<file path="src/rtl/frm_pkg.sv">
package frm_pkg;
    parameter int OP_W    = 8;
    parameter int ARG_W   = 8;
    parameter int FAULT_W = 3;

    typedef enum logic [1:0] {
        MODE_ONCE   = 2'd0,
        MODE_ALWAYS = 2'd1,
        MODE_TOGGLE = 2'd2,
        MODE_OFF    = 2'd3
    } mode_e;

    typedef enum logic [1:0] {
        SCOPE_ALL  = 2'd0,
        SCOPE_RX   = 2'd1,
        SCOPE_TX   = 2'd2,
        SCOPE_BOTH = 2'd3
    } scope_e;

    typedef enum logic [2:0] {
        ST_IDLE,
        ST_EVAL,
        ST_COMMIT,
        ST_WRITE,
        ST_CLEAR
    } state_e;

    typedef struct packed {
        logic               valid;
        logic               dir;
        logic [FAULT_W-1:0] fault;
        logic               any;
        logic [OP_W-1:0]    opcode;
        mode_e              mode;
        logic               phase;
        logic [ARG_W-1:0]   arg;
    } rule_t;

    typedef struct packed {
        logic               dir;
        logic [FAULT_W-1:0] fault;
        logic               any;
        logic [OP_W-1:0]    opcode;
        mode_e              mode;
        logic [ARG_W-1:0]   arg;
        scope_e             scope;
        logic               by_op;
    } cmd_t;
endpackage

</file>
<file path="src/rtl/frm_slot_match.sv">
module frm_slot_match
    import frm_pkg::*;
(
    input  logic               s_valid,
    input  logic               s_dir,
    input  logic [FAULT_W-1:0] s_fault,
    input  logic               s_any,
    input  logic [OP_W-1:0]    s_opcode,
    input  logic               ev_dir,
    input  logic [OP_W-1:0]    ev_op,
    input  cmd_t               cmd,
    output logic               ev_spec,
    output logic               ev_wild,
    output logic               key_hit,
    output logic               clr_hit
);
    logic scope_ok;
    logic op_key_eq;

    always_comb begin
        op_key_eq = (s_any == cmd.any) && (cmd.any || (s_opcode == cmd.opcode));
        ev_spec   = s_valid && (s_dir == ev_dir) && !s_any && (s_opcode == ev_op);
        ev_wild   = s_valid && (s_dir == ev_dir) && s_any;
        key_hit   = s_valid && (s_dir == cmd.dir) && (s_fault == cmd.fault) && op_key_eq;
        unique case (cmd.scope)
            SCOPE_RX: scope_ok = !s_dir;
            SCOPE_TX: scope_ok = s_dir;
            default:  scope_ok = 1'b1;
        endcase
        clr_hit = s_valid && scope_ok && (!cmd.by_op || op_key_eq);
    end
endmodule

</file>
<file path="src/rtl/frm_fault_pick.sv">
module frm_fault_pick
    import frm_pkg::*;
#(
    parameter int NUM_SLOTS = 8,
    parameter int FAULT_ID  = 0,
    localparam int SLOT_W   = $clog2(NUM_SLOTS)
) (
    input  logic [NUM_SLOTS-1:0]              ev_spec,
    input  logic [NUM_SLOTS-1:0]              ev_wild,
    input  logic [NUM_SLOTS-1:0][FAULT_W-1:0] slot_fault,
    input  logic [NUM_SLOTS-1:0][1:0]         slot_mode,
    input  logic [NUM_SLOTS-1:0]              slot_phase,
    input  logic [NUM_SLOTS-1:0][ARG_W-1:0]   slot_arg,
    output logic                              en,
    output logic [ARG_W-1:0]                  arg,
    output logic [NUM_SLOTS-1:0]              chosen
);
    logic              spec_found, wild_found;
    logic [SLOT_W-1:0] spec_idx, wild_idx, idx;

    always_comb begin
        spec_found = 1'b0;
        wild_found = 1'b0;
        spec_idx   = '0;
        wild_idx   = '0;
        for (int i = NUM_SLOTS - 1; i >= 0; i--) begin
            if (slot_fault[i] == FAULT_W'(FAULT_ID)) begin
                if (ev_spec[i]) begin
                    spec_found = 1'b1;
                    spec_idx   = SLOT_W'(i);
                end
                if (ev_wild[i]) begin
                    wild_found = 1'b1;
                    wild_idx   = SLOT_W'(i);
                end
            end
        end
        idx    = spec_found ? spec_idx : wild_idx;
        chosen = (spec_found || wild_found) ? (NUM_SLOTS'(1) << idx) : '0;
        en     = (spec_found || wild_found) &&
                 !((slot_mode[idx] == MODE_TOGGLE) && slot_phase[idx]);
        arg    = en ? slot_arg[idx] : '0;
    end
endmodule

</file>
<file path="src/rtl/fault_rule_mgr.sv">
module fault_rule_mgr
    import frm_pkg::*;
#(
    parameter int NUM_SLOTS   = 8,
    localparam int NUM_FAULTS = 1 << FAULT_W,
    localparam int SLOT_W     = $clog2(NUM_SLOTS)
) (
    input  logic                        clk,
    input  logic                        rst_n,
    input  logic                        cmd_valid,
    output logic                        cmd_ready,
    input  logic                        cmd_clear,
    input  logic                        cmd_dir,
    input  logic [FAULT_W-1:0]          cmd_fault,
    input  logic                        cmd_any,
    input  logic [OP_W-1:0]             cmd_opcode,
    input  logic [1:0]                  cmd_mode,
    input  logic [ARG_W-1:0]            cmd_arg,
    input  logic [1:0]                  cmd_scope,
    input  logic                        cmd_by_op,
    output logic                        cmd_done,
    output logic                        cmd_err,
    input  logic                        msg_start,
    input  logic                        msg_dir,
    input  logic [OP_W-1:0]             msg_opcode,
    output logic                        res_valid,
    output logic [NUM_FAULTS-1:0]       fault_en,
    output logic [NUM_FAULTS*ARG_W-1:0] fault_arg
);
    state_e state, state_nx;
    rule_t  slots [NUM_SLOTS];
    cmd_t   cmd_q;
    logic            ev_dir_q;
    logic [OP_W-1:0] ev_op_q;

    logic [NUM_SLOTS-1:0]              slot_valid, slot_dir, slot_any, slot_phase;
    logic [NUM_SLOTS-1:0][FAULT_W-1:0] slot_fault;
    logic [NUM_SLOTS-1:0][OP_W-1:0]    slot_opcode;
    logic [NUM_SLOTS-1:0][1:0]         slot_mode;
    logic [NUM_SLOTS-1:0][ARG_W-1:0]   slot_arg;
    logic [NUM_SLOTS-1:0]              ev_spec, ev_wild, key_hit, clr_hit;

    logic [NUM_FAULTS-1:0]                pick_en;
    logic [NUM_FAULTS-1:0][ARG_W-1:0]     pick_arg;
    logic [NUM_FAULTS-1:0][NUM_SLOTS-1:0] pick_sel;
    logic [NUM_SLOTS-1:0]                 sel_d, fire_d, sel_q, fire_q;
    logic [NUM_FAULTS-1:0]                en_q;
    logic [NUM_FAULTS-1:0][ARG_W-1:0]     arg_q;

    logic              hit_any, free_any, write_err;
    logic [SLOT_W-1:0] hit_idx, free_idx;

    // Per-slot views and comparators
    for (genvar s = 0; s < NUM_SLOTS; s++) begin : g_slot
        assign slot_valid[s]  = slots[s].valid;
        assign slot_dir[s]    = slots[s].dir;
        assign slot_any[s]    = slots[s].any;
        assign slot_phase[s]  = slots[s].phase;
        assign slot_fault[s]  = slots[s].fault;
        assign slot_opcode[s] = slots[s].opcode;
        assign slot_mode[s]   = slots[s].mode;
        assign slot_arg[s]    = slots[s].arg;

        frm_slot_match u_match (
            .s_valid  (slot_valid[s]),
            .s_dir    (slot_dir[s]),
            .s_fault  (slot_fault[s]),
            .s_any    (slot_any[s]),
            .s_opcode (slot_opcode[s]),
            .ev_dir   (ev_dir_q),
            .ev_op    (ev_op_q),
            .cmd      (cmd_q),
            .ev_spec  (ev_spec[s]),
            .ev_wild  (ev_wild[s]),
            .key_hit  (key_hit[s]),
            .clr_hit  (clr_hit[s])
        );
    end

    // One priority picker per fault type
    for (genvar f = 0; f < NUM_FAULTS; f++) begin : g_fault
        frm_fault_pick #(.NUM_SLOTS(NUM_SLOTS), .FAULT_ID(f)) u_pick (
            .ev_spec    (ev_spec),
            .ev_wild    (ev_wild),
            .slot_fault (slot_fault),
            .slot_mode  (slot_mode),
            .slot_phase (slot_phase),
            .slot_arg   (slot_arg),
            .en         (pick_en[f]),
            .arg        (pick_arg[f]),
            .chosen     (pick_sel[f])
        );
    end

    always_comb begin
        sel_d  = '0;
        fire_d = '0;
        for (int f = 0; f < NUM_FAULTS; f++) begin
            sel_d = sel_d | pick_sel[f];
            if (pick_en[f]) fire_d = fire_d | pick_sel[f];
        end
    end

    always_comb begin
        hit_any  = 1'b0;
        hit_idx  = '0;
        free_any = 1'b0;
        free_idx = '0;
        for (int i = NUM_SLOTS - 1; i >= 0; i--) begin
            if (key_hit[i]) begin
                hit_any = 1'b1;
                hit_idx = SLOT_W'(i);
            end
            if (!slot_valid[i]) begin
                free_any = 1'b1;
                free_idx = SLOT_W'(i);
            end
        end
        write_err = !hit_any && (cmd_q.mode != MODE_OFF) && !free_any;
    end

    // State register
    always_ff @(posedge clk) begin
        if (!rst_n) state <= ST_IDLE;
        else        state <= state_nx;
    end

    // Next state
    always_comb begin
        state_nx = state;
        unique case (state)
            ST_IDLE: begin
                if (msg_start)      state_nx = ST_EVAL;
                else if (cmd_valid) state_nx = cmd_clear ? ST_CLEAR : ST_WRITE;
            end
            ST_EVAL:   state_nx = ST_COMMIT;
            ST_COMMIT: state_nx = ST_IDLE;
            ST_WRITE:  state_nx = ST_IDLE;
            ST_CLEAR:  state_nx = ST_IDLE;
            default:   state_nx = ST_IDLE;
        endcase
    end

    // Outputs decoded from state
    always_comb begin
        cmd_ready = 1'b0;
        cmd_done  = 1'b0;
        cmd_err   = 1'b0;
        res_valid = 1'b0;
        unique case (state)
            ST_IDLE:   cmd_ready = !msg_start;
            ST_EVAL:   ;
            ST_COMMIT: res_valid = 1'b1;
            ST_WRITE: begin
                cmd_done = 1'b1;
                cmd_err  = write_err;
            end
            ST_CLEAR:  cmd_done = 1'b1;
            default:   ;
        endcase
    end

    assign fault_en  = en_q;
    assign fault_arg = arg_q;

    // Rule table and datapath registers
    always_ff @(posedge clk) begin
        if (!rst_n) begin
            for (int i = 0; i < NUM_SLOTS; i++) slots[i] <= '0;
            cmd_q    <= '0;
            ev_dir_q <= 1'b0;
            ev_op_q  <= '0;
            en_q     <= '0;
            arg_q    <= '0;
            sel_q    <= '0;
            fire_q   <= '0;
        end else begin
            case (state)
                ST_IDLE: begin
                    if (msg_start) begin
                        ev_dir_q <= msg_dir;
                        ev_op_q  <= msg_opcode;
                    end else if (cmd_valid) begin
                        cmd_q <= '{dir: cmd_dir, fault: cmd_fault, any: cmd_any,
                                   opcode: cmd_opcode, mode: mode_e'(cmd_mode),
                                   arg: cmd_arg, scope: scope_e'(cmd_scope),
                                   by_op: cmd_by_op};
                    end
                end
                ST_EVAL: begin
                    en_q   <= pick_en;
                    arg_q  <= pick_arg;
                    sel_q  <= sel_d;
                    fire_q <= fire_d;
                end
                ST_COMMIT: begin
                    for (int i = 0; i < NUM_SLOTS; i++) begin
                        if (sel_q[i]) begin
                            if (slots[i].mode == MODE_ONCE && fire_q[i])
                                slots[i].valid <= 1'b0;
                            if (slots[i].mode == MODE_TOGGLE)
                                slots[i].phase <= ~slots[i].phase;
                        end
                    end
                end
                ST_WRITE: begin
                    if (hit_any) begin
                        if (cmd_q.mode == MODE_OFF) begin
                            slots[hit_idx].valid <= 1'b0;
                        end else begin
                            slots[hit_idx].mode  <= cmd_q.mode;
                            slots[hit_idx].arg   <= cmd_q.arg;
                            slots[hit_idx].phase <= 1'b0;
                        end
                    end else if (cmd_q.mode != MODE_OFF && free_any) begin
                        slots[free_idx] <= '{valid: 1'b1, dir: cmd_q.dir,
                                             fault: cmd_q.fault, any: cmd_q.any,
                                             opcode: cmd_q.any ? '0 : cmd_q.opcode,
                                             mode: cmd_q.mode, phase: 1'b0,
                                             arg: cmd_q.arg};
                    end
                end
                ST_CLEAR: begin
                    for (int i = 0; i < NUM_SLOTS; i++)
                        if (clr_hit[i]) slots[i].valid <= 1'b0;
                end
                default: ;
            endcase
        end
    end
endmodule

</file>
<file path="config.mk">
export PLATFORM = sky130hd
export DESIGN_NAME = fault_rule_mgr
export DESIGN_NICKNAME = d
export VERILOG_FILES = /design/src/rtl/frm_pkg.sv /design/src/rtl/frm_slot_match.sv /design/src/rtl/frm_fault_pick.sv /design/src/rtl/fault_rule_mgr.sv
export SDC_FILE = /design/constraint.sdc
export NUM_CORES = 1
export LEC_CHECK = 0
export BUFFER_PORTS_ARGS = -buffer_cell sky130_fd_sc_hd__clkbuf_2
export CAP_MARGIN = 20
export CORE_MARGIN = 3
export CORE_UTILIZATION = 60
export CTS_BUF_LIST = sky130_fd_sc_hd__clkbuf_8
export CTS_CLUSTER_DIAMETER = 150
export DETAILED_ROUTE_END_ITERATION = 16
export HOLD_SLACK_MARGIN = 0.05
export PLACE_DENSITY = 0.77
export SYNTH_ARGS = -nofsm -noshare
export SYNTH_HDL_FRONTEND = slang
export SYNTH_SLANG_ARGS = --single-unit
</file>
<file path="constraint.sdc">
create_clock -name clk -period 12.2 [get_ports clk]
set_input_delay 0.61 -clock clk [delete_from_list [all_inputs] [get_ports clk]]
set_output_delay 0.61 -clock clk [all_outputs]
set_load 0.02 [all_outputs]
</file>
Yosys cells after proc, flatten, opt, wreduce, memory -nomap -nowiden:

Memories as Yosys holds them, arrays and structs flattened.
Index checks and enable logic that the tools add are counted.

* memories: 1
* flip-flop bits (word level): 126
* bits in writable memories: 200

* equal/unequal tests: 129
* shift-type cells: 8
* reductions and logical operators: 181
* muxes and demuxes: 771
* magnitude comparators: 8
* bitwise operators: 47

Memories
* slots: words 8, bits a word 25, read ports 8, clocked after memory_dff 0, write ports 8, line fault_rule_mgr.sv:31 `rule_t slots [NUM_SLOTS];`

Operator list (count)
* 3-bit 2-to-1 mux: 271
* 1-bit 2-to-1 mux: 422
* 8-bit 2-to-1 mux: 33
* 8-bit binary-select mux with 3-bit select: 8
* 8-bit equality test: 16
* 8-bit bitwise OR: 14
* 1-bit logical AND: 107
* 3-bit equality test (second input constant): 33
* 1-bit by 3-bit << shifter with 8-bit output (first input constant): 8
* 3-bit by 2-bit equality test with 1-bit output (second input constant): 18
* 25-bit 2-to-1 mux: 2
* 25-bit OR reduction: 2
* 2-bit binary-select mux with 3-bit select: 8
* 2-bit equality test (second input constant): 18
* 3-bit by 4-bit less-than comparator with 1-bit output (second input constant): 8
* 1-bit zero test: 28
* 3-bit by 1-bit equality test with 1-bit output (second input constant): 9
* 3-bit zero test: 9
* 1-bit binary-select mux with 3-bit select: 8
* 1-bit equality test: 24
* 3-bit equality test: 8
* 1-bit logical OR: 24
* 1-bit bitwise OR: 24
* 2-bit zero test: 8
* other kinds (11): 34

Logic depth before layout (Yosys ltp):

Gate-level depths: netlist of the first run.
An unclocked memory read counts as a cell.

* depth in word-level cells: 43
* depth in mapped cells: 17
* mapped depth without buffers: 11

Cells and area by module:

A second synthesis of the first run with hierarchy kept.

* cell total of the unflattened synthesis: 2705
* area, all modules: 25522.0 um2

By module, submodules not included
* fault_rule_mgr: sequential area each 8448.1 um2, instances 1, area each 13259.0 um2, cells an instance 1214
* frm_fault_pick at g_fault[3].u_pick ...: sequential area each 0.0 um2, instances 3, area each 1193.6 um2, cells an instance 146
* frm_slot_match: sequential area each 0.0 um2, instances 8, area each 311.5 um2, cells an instance 40
* frm_fault_pick at g_fault[1].u_pick ...: sequential area each 0.0 um2, instances 2, area each 1231.2 um2, cells an instance 147
* frm_fault_pick at g_fault[4].u_pick: sequential area each 0.0 um2, instances 1, area each 1306.3 um2, cells an instance 147
* frm_fault_pick at g_fault[0].u_pick: sequential area each 0.0 um2, instances 1, area each 1239.9 um2, cells an instance 147
* frm_fault_pick at g_fault[7].u_pick: sequential area each 0.0 um2, instances 1, area each 1181.1 um2, cells an instance 145

Worst setup path before layout of the first run:

No wires, ideal clock.

* kind: register to register
* start: register cmd_q[20] in the netlist's numbering
* end: memory slots[3][11] in the netlist's numbering, enable pin
* cell stages (with the launch flop): 13
* clock period less this slack: 4037 ps
* slack: 8163 ps
* library setup time: 401 ps
* buffers on the path: 3
* required time: 11799 ps
* data arrival time: 3636 ps
* path through: dfxtp_1 -> clkbuf_1 -> xor2_1 -> nor4_1 -> a32o_1 -> nand4_1 -> nand4_1 -> or3_1 -> clkbuf_1 -> o2bb2ai_1 -> nand3_1 -> clkbuf_1 -> o21ai_0

RTL lines
* start: declaration: line fault_rule_mgr.sv:32 `cmd_t cmd_q;`
* start signal: assignment: line fault_rule_mgr.sv:184 `cmd_q <= '{dir: cmd_dir, fault: cmd_fault, any: cmd_any,`
* end: declaration: line fault_rule_mgr.sv:31

==> impl_metrics.ini, run 1 <==
[finish]
syn_to_final_growth_pct = 7.00
seq_area_um2 = 8450
multi_input_area_um2 = 14200
layout-drive-gt1-share_pct = 12.3
antenna_cells = 0
post-route-util_pct = 65.2
nets = 2716
fillers = 3079

[clock_network]
cts_tree = yes
clk_pin_slew_ps = 70
clockBufferDepth = 3
cts_hold_buf = 0
clk_latency_ps = 690
cts_setup_buffers = 0
cts_buffers = 53
cts_resized = 0
htreeDepth = 2
clockRootBuffer = clkbuf_8
clkSinkCount = 326

[hold_path]
min_path_type = in -> reg
hold_depth = 3

[logic_synthesis]
syn_nets = 2710
synth-seq-cells = 326
synth_top_flop_cell = edfxtp_1
yosys.area.top_type = edfxtp_1
netlist_area_um2 = 23600
yosysSeqAreaShare_pct = 35.7
synthMuxAreaShare_pct = 11.6
synthSimpleGateAreaFrac_pct = 24.6
ys_async_sr_fraction_pct = 0
synth_top_cells_by_count = 248 x mux2i_1, 237 x nand2_1, 229 x nor2_1
yosys_warnings = 0
synth_fa_ha_area_share_pct = 0.106
synth_edf_count = 192
syn_inst = 2668
synth_top_family_by_area = simple AND/OR/NAND/NOR gates
synth_top_area_share_pct = 24.4
synth_compound_area_share_pct = 16.6
yosysUniqueCellTypes = 108
synthTopCellsByArea = edfxtp_1 24%, dfxtp_1 11%, mux2i_1 10%
syn_avg_cell_area_um2 = 8.86
synth-xor-area-share_pct = 6.84
yosysMostFrequentCell = mux2i_1

[drt]
wl_per_cell_um = 28.0
viasPerCell = 7.16
antenna_left = 0
drc = 0
vias = 23200
first_pass_iters = 7
drt-total-wl_um = 90600
drt-initial-drc-count = 3759

[setup_path]
crit_fanout = 26
cp_data_required_time_ps = 12520
end_kind = flop
r2r_cells = 9
crit_arrival_ps = 5630
critical_path_class = reg -> reg
rrSetupSlack_ps = 6900
crit_path_start_kind = flop

[global_route]
grt_first_pass_wirelength_um = 133000
grt_max_degree = 67
grt_usage_pct = 42.0
first_global_vias = 21500
globalRoute.totalOverflow = 0
antenna_found_initial = 0

[placed_design]
dpl.hpwl_um = 67900
gp_congestion = 1.03
port_buffers = 115

[timing]
timing.hold.ws_ps = 201
max_slew_margin_pct = 28.6
skew_ps = 75.2
setup_viol = 0
finalHoldViolCount = 0
period_share_pct = 43.5
worst_pin_slew_ps = 1070
max_freq_mhz = 189
tns_ps = 0
drv_slew = 0
rsz0062_at_grt = false
fin_crit_ps = 5300

[floorplanning]
core_um2 = 38800
ios = 116
fp.dieW_um = 205
die_h_um = 205
rows = 72
start_util_pct = 60.9
die_area_um2 = 41800

[flow_run]
maxCapViolations = 0

[outcome]
outcome = finished clean

[pwr]
power_density_nw_per_um2 = 103
power.static_leakage_nw = 9.22
irDropWorstVdd_uv = 129
[critical path, stage by stage, from the launching register on]
cell and delay (ps):
dfxtp_1 1020, nor3_1 160, a32o_1 390, nand4_1 220
nand4_1 230, or3_1 730, o2bb2ai_1 620, nand3_1 610
o21ai_1 710, buf_4 290
[layout make-up]
cell class,count,area share (%)
clock inverters,41,0.954
repair buffers,162,3.84
well taps,518,2.56
multi-input cells,2114,56.1
inverters,17,0.252
flip-flops and latches,326,33.4
clock buffers,54,2.94
[sequential cells by signal, indices dropped and copies added (netlist names)]
register / count
slots: 200
fault_arg: 64
cmd_q: 26
ev_op_q: 8
fault_en: 8
fire_q: 8
sel_q: 8
state: 3
ev_dir_q: 1
[report_power, final]
part,switching [mW],total [mW],leakage (nW),internal (mW)
Sequential,0.101,1.31,3.07,1.21
Clock,0.461,0.918,0.564,0.457
Combinational,0.237,0.368,5.58,0.132
Total,0.799,2.60,9.22,1.80
[logic make-up after synthesis]
group                    count (synthesis)
flip-flops                             326
buffers and inverters                  228
XOR/XNOR                               182
AND/OR/NAND/NOR                       1124
AO/OA/AOI/OAI                          534
adder cells (fa/ha/maj)                  2
multiplexers                           272
[worst paths after layout]
path	start	end
worst max-delay path	cmd_q[21]	slots[3][18]
worst min-delay path	cmd_mode[0]	cmd_q[11]
worst max register to register	cmd_q[21]	slots[3][18]
worst min register to register	fault_arg[40]	fault_arg[40]
[layer usage]
metal	part of all wire (%)	wire (um)	track usage [%]	up-vias
li1	-	-	-	9853
met1	39	35700	60.6	11000
met2	40	36600	58.6	1956
met3	16	14300	13.5	320
met4	4.4	3980	15.7	0
met5	0	0	0	-
[metrics by stage]
step                cells  instance area, um^2  power [mW]  setup WS, ps
floorplan            2668                23600        1.54          8160
global placement     3128                24200        1.66          6970
detailed placement   3129                24200        1.67          6850
CTS                  3224                25200        2.57          6860
global route         3232                25300        2.66          6820
finish               3232                25300        2.60          6900
[placed cells by master, fill, tap and decap left out, types with 15 or more instances in the layout]
| cell type | count |
|---|---|
| nand4_1 | 38 |
| a31oi_1 | 20 |
| edfxtp_1 | 192 |
| nor2b_1 | 47 |
| a22o_1 | 26 |
| and2_1 | 140 |
| inv_1 | 31 |
| or2_2 | 25 |
| o2111ai_1 | 17 |
| xnor2_1 | 53 |
| o22ai_1 | 75 |
| a211o_1 | 21 |
| nand3_1 | 77 |
| a211oi_1 | 35 |
| a32o_1 | 21 |
| mux2_2 | 24 |
| nor3b_1 | 17 |
| a21boi_0 | 39 |
| nor3_1 | 132 |
| o21ai_1 | 19 |
| nand2b_1 | 35 |
| nor2_1 | 229 |
| xor2_1 | 126 |
| nand2_1 | 237 |
| or4_1 | 21 |
| buf_4 | 39 |
| dfxtp_1 | 134 |
| o21ai_0 | 62 |
| nor4_1 | 25 |
| mux2i_1 | 248 |
| o211ai_1 | 15 |
| a21oi_1 | 50 |
| and3_1 | 19 |
| clkbuf_8 | 54 |
| clkbuf_2 | 115 |
| nand3b_1 | 24 |
(Power assumes the default switching activity.)
==> run 2, diff against run 1 <==
--- a/config.mk
+++ b/config.mk
@@ -8,12 +8,12 @@
 export BUFFER_PORTS_ARGS = -buffer_cell sky130_fd_sc_hd__clkbuf_2
 export CAP_MARGIN = 20
 export CORE_MARGIN = 3
-export CORE_UTILIZATION = 60
+export CORE_UTILIZATION = 58
 export CTS_BUF_LIST = sky130_fd_sc_hd__clkbuf_8
 export CTS_CLUSTER_DIAMETER = 150
 export DETAILED_ROUTE_END_ITERATION = 16
 export HOLD_SLACK_MARGIN = 0.05
-export PLACE_DENSITY = 0.77
+export PLACE_DENSITY = 0.78
 export SYNTH_ARGS = -nofsm -noshare
 export SYNTH_HDL_FRONTEND = slang
 export SYNTH_SLANG_ARGS = --single-unit
==> constraint.sdc (replaced) <==
create_clock -name clk -period 4.68 [get_ports clk]
set_input_delay 0.234 -clock clk [delete_from_list [all_inputs] [get_ports clk]]
set_output_delay 0.234 -clock clk [all_outputs]
set_load 0.02 [all_outputs]
==> impl_metrics.ini, run 2 (same netlist as run 1, synthesis figures left out) <==
[global_route]
grt.busiest_layer = met1
grt_usage_pct = 41.2
first_global_vias = 21700
grtUsageMet3_pct = 11.2
antenna_found_initial = 0
grt_first_pass_wirelength_um = 138000
globalRoute.totalOverflow = 0
use_met2_pct = 58.6
grt_max_degree = 74
met1_usage_pct = 60.5

[drt]
antenna_left = 0
first_pass_iters = 8
viasPerCell = 6.97
drt-total-wl_um = 93700
wl_per_cell_um = 27.9
drc = 0
drt-initial-drc-count = 3580
vias = 23400

[floorplanning]
die_area_um2 = 43200
die_h_um = 208
core_um2 = 40000
ios = 116
fp.dieW_um = 208
start_util_pct = 59.1
rows = 73

[flow_run]
maxCapViolations = 0

[pwr]
power_density_nw_per_um2 = 261
p_switching_mw = 2.09
power_frac_seq_pct = 49.2
internal_power_mw = 4.80
irDropWorstVdd_uv = 391
p_clk_share_pct = 35.4
power.static_leakage_nw = 9.84
power_mw = 6.89
p_comb_share_pct = 15.4
power.share.switching_pct = 30.4

[clock_network]
clkSinkCount = 326
htreeDepth = 2
cts_setup_buffers = 0
cts_buffers = 53
cts_tree = yes
clockBufferDepth = 3
clk_latency_ps = 660
clockRootBuffer = clkbuf_8
clk_pin_slew_ps = 60

[finish]
mostFrequentLayoutCells = 248 x mux2i_1, 237 x nand2_1, 229 x nor2_1
largest_register_ffs = 200
seq_area_um2 = 8450
antenna_cells = 0
nets = 2832
syn_to_final_growth_pct = 11.5
final_common_cell = mux2i_1
regMostFlops = slots
fillers = 3190
multi_input_area_um2 = 14200
layout-drive-gt1-share_pct = 14.7

[timing]
tns_ps = 0
drv_slew = 0
max_freq_mhz = 222
worst_pin_slew_ps = 1030
setup_viol = 0
fin_crit_ps = 4510
max_slew_margin_pct = 31.1
period_share_pct = 96.4
rsz0062_at_grt = false
finalHoldViolCount = 0
skew_ps = 56.5

[placed_design]
port_buffers = 115
gp_congestion = 1.05
dpl.hpwl_um = 69900

[setup_path]
cp_data_required_time_ps = 5170
crit_fanout = 23
crit_chain = buf_4 -> xnor2_1 -> and2_1 -> nand4_1 -> nor3_1 -> a211oi_1 -> o21a_1 -> or2_2 -> buf_12 -> nand2b_1 -> nand4_1 -> nor3_1 -> buf_4 -> a21oi_1
max_stage_delay_ps = 680
crit_path_start_kind = flop
end_kind = flop
crit_slowest_cell = nor3_1
critical_path_class = reg -> reg
crit_arrival_ps = 5000

[outcome]
outcome = finished clean

[hold_path]
min_path_type = in -> reg
run 2: cell type report:
cell class / instances / share of cell area, %
multi-input combinational: 2114 / 53.8
sequential: 326 / 32.0
timing repair buffer: 278 / 7.48
clock buffer: 61 / 3.18
tap: 525 / 2.49
clock inverter: 38 / 0.750
inverter: 17 / 0.242
run 2: metrics by stage:
| step | setup WS [ps] | hold WS [ps] | area (um^2) | cells | utilization [%] |
|---|---|---|---|---|---|
| floorplan | 643 | 379 | 23600 | 2668 | - |
| global placement | 225 | 441 | 24900 | 3220 | 62.3 |
| detailed placement | 208 | 457 | 24900 | 3220 | 62.3 |
| CTS | 265 | 134 | 26400 | 3358 | 65.9 |
| global route | 3.75 | 179 | 26400 | 3359 | 65.9 |
| finish | 167 | 185 | 26400 | 3359 | 65.9 |
run 2: final timing paths:
kind,startpoint,slack [ps],end,depth (start not counted)
min,rst_n,190,fault_en[7],4
max reg2reg,ev_dir_q,170,sel_q[3],14
min reg2reg,fault_arg[37],470,fault_arg[37],1
max,ev_dir_q,170,sel_q[3],14
run 2: power by group through the flow:
stage	registers, mW	clock network, mW	logic, mW
floorplan	3.32	0	0.687
global placement	3.42	0	0.961
finish	3.39	2.44	1.06
detailed placement	3.43	0	0.980
CTS	3.37	2.45	1.01
global route	3.39	2.58	1.12
run 2: repair_timing:
| action | in CTS | in global routing |
|---|---|---|
| setup endpoints to repair | 0 | 9 |
| resized for setup | 0 | 1 |
| hold endpoints to repair | 38 | 0 |
| hold buffers | 39 | 0 |
run 2: worst max-delay path, delay by kind of cell, from the launching register on:
kind / cells / cell delay, ps
buffers and inverters: 3 / 670
and+or+nand+nor: 7 / 2230
xor gates and xnor gates: 1 / 260
AOI/OAI and AO/OA: 3 / 600
DFF: 1 / 620
run 2: metal layers:
metal / wire length (um) / vias up
met3: 14000 / 270
met5: 0 / -
met4: 3530 / 0
li1: - / 10100
met1: 37700 / 11100
met2: 38400 / 1910
